===== src/rtl/hs_stretch_pkg.sv =====
package hs_stretch_pkg;
    localparam logic [4:0] PREAMBLE_TOP = 5'b00001;
    localparam logic [4:0] DEV_PREFIX   = 5'b10010;

    typedef struct packed {
        logic first;
        logic armed;
        logic hs;
        logic nack;
    } mode_state_t;
endpackage


===== src/rtl/hs_byte_decode.sv =====
module hs_byte_decode
    import hs_stretch_pkg::*;
(
    input  logic [7:0] byte_data,
    input  logic [1:0] addr_sel,
    output logic       is_preamble,
    output logic       is_own_read
);
    always_comb begin
        is_preamble = (byte_data[7:3] == PREAMBLE_TOP);
        is_own_read = (byte_data[7:3] == DEV_PREFIX) &&
                      (byte_data[2:1] == addr_sel) &&
                      byte_data[0];
    end
endmodule


===== src/rtl/hs_mode_fsm.sv =====
module hs_mode_fsm
    import hs_stretch_pkg::*;
(
    input  logic clk,
    input  logic rst_n,
    input  logic start_evt,
    input  logic stop_evt,
    input  logic byte_valid,
    input  logic is_preamble,
    output logic hs_mode,
    output logic first_byte,
    output logic mc_nack
);
    mode_state_t st_d, st_q;

    always_comb begin
        st_d      = st_q;
        st_d.nack = 1'b0;
        if (start_evt) begin
            st_d.first = 1'b1;
            if (st_q.armed) begin
                st_d.hs    = 1'b1;
                st_d.armed = 1'b0;
            end
        end
        if (byte_valid && st_q.first) begin
            st_d.first = 1'b0;
            if (!st_q.hs && is_preamble) begin
                st_d.armed = 1'b1;
                st_d.nack  = 1'b1;
            end
        end
        if (stop_evt) begin
            st_d.first = 1'b0;
            st_d.armed = 1'b0;
            st_d.hs    = 1'b0;
        end
    end

    always_ff @(posedge clk or negedge rst_n) begin
        if (!rst_n) st_q <= '0;
        else        st_q <= st_d;
    end

    assign hs_mode    = st_q.hs;
    assign first_byte = st_q.first;
    assign mc_nack    = st_q.nack;
endmodule


===== src/rtl/hs_stretch_timer.sv =====
module hs_stretch_timer #(
    parameter int STRETCH_LIMIT = 300
) (
    input  logic clk,
    input  logic rst_n,
    input  logic stop_evt,
    input  logic arm,
    input  logic conv_done,
    output logic scl_hold
);
    localparam int CW = $clog2(STRETCH_LIMIT + 1);
    localparam logic [CW-1:0] LAST = CW'(STRETCH_LIMIT - 1);

    typedef struct packed {
        logic          hold;
        logic [CW-1:0] cnt;
    } timer_state_t;

    timer_state_t tm_d, tm_q;

    always_comb begin
        tm_d = tm_q;
        if (tm_q.hold) begin
            if (conv_done || tm_q.cnt == LAST) begin
                tm_d.hold = 1'b0;
                tm_d.cnt  = '0;
            end else begin
                tm_d.cnt = tm_q.cnt + 1'b1;
            end
        end else if (arm && !conv_done) begin
            tm_d.hold = 1'b1;
            tm_d.cnt  = '0;
        end
        if (stop_evt) begin
            tm_d.hold = 1'b0;
            tm_d.cnt  = '0;
        end
    end

    always_ff @(posedge clk or negedge rst_n) begin
        if (!rst_n) tm_q <= '0;
        else        tm_q <= tm_d;
    end

    assign scl_hold = tm_q.hold;
endmodule


===== src/rtl/hs_stretch_ctrl.sv =====
module hs_stretch_ctrl #(
    parameter int STRETCH_LIMIT = 300
) (
    input  logic       clk,
    input  logic       rst_n,
    input  logic [1:0] addr_sel,
    input  logic       start_evt,
    input  logic       stop_evt,
    input  logic       byte_valid,
    input  logic [7:0] byte_data,
    input  logic       conv_done,
    output logic       hs_mode,
    output logic       scl_hold,
    output logic       mc_nack
);
    logic is_preamble, is_own_read, first_byte, arm_hold;

    hs_byte_decode u_dec (
        .byte_data   (byte_data),
        .addr_sel    (addr_sel),
        .is_preamble (is_preamble),
        .is_own_read (is_own_read)
    );

    hs_mode_fsm u_fsm (
        .clk         (clk),
        .rst_n       (rst_n),
        .start_evt   (start_evt),
        .stop_evt    (stop_evt),
        .byte_valid  (byte_valid),
        .is_preamble (is_preamble),
        .hs_mode     (hs_mode),
        .first_byte  (first_byte),
        .mc_nack     (mc_nack)
    );

    // stretch only for the read address that opens a high-speed transfer
    assign arm_hold = byte_valid && first_byte && hs_mode && is_own_read;

    hs_stretch_timer #(.STRETCH_LIMIT(STRETCH_LIMIT)) u_tmr (
        .clk       (clk),
        .rst_n     (rst_n),
        .stop_evt  (stop_evt),
        .arm       (arm_hold),
        .conv_done (conv_done),
        .scl_hold  (scl_hold)
    );
endmodule


===== config.mk =====
export PLATFORM = sky130hd
export DESIGN_NAME = hs_stretch_ctrl
export DESIGN_NICKNAME = d
export VERILOG_FILES = /design/src/rtl/hs_stretch_pkg.sv /design/src/rtl/hs_byte_decode.sv /design/src/rtl/hs_mode_fsm.sv /design/src/rtl/hs_stretch_timer.sv /design/src/rtl/hs_stretch_ctrl.sv
export SDC_FILE = /design/constraint.sdc
export NUM_CORES = 1
export LEC_CHECK = 0
export BUFFER_PORTS_ARGS = -buffer_cell sky130_fd_sc_hd__buf_2
export CAP_MARGIN = 20
export CORE_MARGIN = 3
export CORE_UTILIZATION = 40
export DETAILED_ROUTE_END_ITERATION = 12
export GPL_TIMING_DRIVEN = 0
export PLACE_DENSITY = 0.72
export SYNTH_ARGS = -nofsm -noshare
export SYNTH_HDL_FRONTEND = slang
export SYNTH_SLANG_ARGS = --single-unit

===== constraint.sdc =====
create_clock -name clk -period 1.6 [get_ports clk]
set_input_delay 0.16 -clock clk [delete_from_list [all_inputs] [get_ports clk]]
set_output_delay 0.16 -clock clk [all_outputs]
set_load 0.005 [all_outputs]

==> metrics.txt <==
first-pass GRT wire length=2.918 mm; post-place instance area=902.1 µm²; CTS Buf Count=3; CTS HTree Levels=1; critical path class=reg2reg; GP Congestion=between 0.8 and 0.9; n_diodes=0; critical path cell sequence=ha_2 > and4bb_2 > a21oi_4 > o21ai_0 > o21ai_0; Post-DRT Antenna Nets=0; number of distinct library cells after synthesis=28; DRT iter0 DRCs=16; die area=2518 µm²; Tightest Pin Transition=0.5849 ns; Top cell by count, worst path=o21ai_0; largest stage delay on the critical path=around 0.44 ns; via/cell ratio=5.351; Final Hold Viols=0; final wirelength=1.658 mm; Die H=50.18 µm; min-delay worst type=in2reg; GR Overflow Total=0; initial antenna violation count=0; Root Driver=clkbuf_4; FF+latch area=351.6 µm²; setup ws final=0.08335 ns; Synth area leader=dfrtp_1; P_leak=0.0004121 µW; Core Region=1783 µm²; Critical Path RT=1.81 ns; synth top area cells=dfrtp_1, o21ai_0, nand2_1; Pre-antenna DRT Iters=4; CTS Sinks=14; clock transition at the registers of the reported paths=0.09 ns; proportion of layout cells with a drive suffix above 1=30.19%; Synth Register Bits=14; startpoint types=flop; area of the multi-input gates=approximately 440 µm²; Worst VDD drop=460.5 µV; TNS Setup=0 ns; FMAX=659.3 MHz; Worst path top cell family by delay=compound AO/OA/AOI/OAI gates; Yosys top cell area share=44.87%; I/O pin total=19; Global Route Usage Sum=approximately 15%; Final setup viols=0; synthesized area=780.7 µm²; final core utilization=53.82%; IO Port Bufs=18; via count of the routed design=between 700 and 800; initial core utilization=43.79%; average size of a mapped cell=9.407 µm²; DP Worst Slack=-0.08635 ns; Skew-Pair Late Insertion Delay=0.28 ns; Worst Path Max Fanout=8; RSZ-0062 raised after global routing=yes; CP Buf/Inv Count=0; Cell Rows=15; Critical Path End Type=flop; CP Data Arrival Time=1.72 ns; Slew HR=60.86%; Die Span X=50.18 µm; Tmin final=1.517 ns; Seq/Total Area, Yosys=44.87%; CTS tree=done; DRC errors left=0; area grow syn2layout=22.92%; Syn Inst Count=83; period utilisation layout=94.79%; Tot Pwr=~660 µW; vias in the first global route=709; most common cell after layout, fill and taps aside=buf_2; PwrDens=687.8 nW/µm²; final instance area=959.7 µm²; Max Buffers Root-to-Sink=2; largest net degree at the start of global routing=15; average wire per standard cell=between 10 and 15 µm; nets@finish=124; Syn Nets=100; outcome=finished clean; Max Cap Violations=0; most frequent cells in the layout=buf_2, nand2_1, dfrtp_1; Final Max Tran Viols=0; yosys synthesis warning count=0; Final HPWL DP=1.239 mm; clk_skew=0.003453 ns; CP max stage cell=dfrtp_2; Filler cells=163
## logic make-up after synthesis
logic type / Yosys count / synth area share (%)
AND/OR/NAND/NOR: 38 / 27.24
flip-flops: 14 / 44.87
XOR/XNOR: 3 / 3.366
multiplexers: 1 / 1.282
buffers and inverters: 1 / 0.4803
AO/OA/AOI/OAI: 25 / 21.15
adder cells (fa/ha/maj): 1 / 1.602
## flip-flops by register name, summed over array words and instances (netlist names)
register / cells
u_tmr.tm_q: 9
u_fsm.first_byte: 1
u_fsm.hs_mode: 1
u_fsm.mc_nack: 1
u_fsm.st_q: 1
u_tmr.scl_hold: 1
## metal layers
layer	wire (µm)	vias up	track usage [%]
met5	0	-	0
met4	8	0	5.530
met3	76	2	5.935
met2	829	11	26.96
met1	743	336	16.73
li1	-	352	-
## cell usage after synthesis (all sizes together)
master   number
nor3          5
or2b          1
or3b          1
mux2i         1
o21ba         1
nor2          6
xor2          3
a31oi         1
nor4          1
o21ai        11
a21o          2
a21oi         2
dfrtp        14
o22ai         3
inv           1
nand4bb       1
or4           1
nand4         2
o311ai        1
o21a          4
nand3         4
ha            1
nor2b         1
and4bb        2
nand2        13
## repair_timing
item / 4_1_cts / 5_1_grt
endpoints found under the setup margin: 7 / 7
setup buffers: 0 / 0
hold endpoints to repair: 14 / 0
pin swaps: 1 / 1
hold buffers: 1 / 0
resized for setup: 1 / 2
## worst reg2reg max path, delay by kind of cell (launching register included)
family | cells | cell delay, ns
compound gates | 3 | 0.49
fa+ha+maj | 1 | 0.24
flops | 1 | 0.44
simple gates | 1 | 0.28
## worst paths after layout
| path | cells past startpoint | endpoint | slack, ns | from |
|---|---|---|---|---|
| max | 5 | u_tmr.tm_q[5] | 0.08 | u_tmr.tm_q[0] |
| min reg2reg | 1 | u_fsm.mc_nack | 0.51 | u_fsm.hs_mode |
| max reg2reg | 5 | u_tmr.tm_q[5] | 0.08 | u_tmr.tm_q[0] |
| min in group asynchronous | 2 | u_tmr.tm_q[8] | 0.29 | rst_n |
| max in group asynchronous | 2 | u_tmr.tm_q[0] | 1.05 | rst_n |
| min | 2 | u_fsm.mc_nack | 0.07 | byte_data[4] |
## power by group
part | switching, µW | internal [µW]
logic | 24.9 | 22.5
clock network | 118 | 138
registers | 1.24 | 355
## cell type report
class / count / share of cell area (%)
multi-input cells: 68 / 45.50
flip-flops and latches: 14 / 36.64
repair buffers: 19 / 10.43
clock buffers: 4 / 3.781
well taps: 25 / 3.259
inverters: 1 / 0.3911
## metrics by stage
stage               hold WS [ns]  instances
floorplan                -0.1356         83
global placement         0.07113        126
detailed placement       0.07640        126
CTS                      0.05435        131
global route             0.08255        131
finish                   0.07241        131
Power figures use the tool's default switching activity.
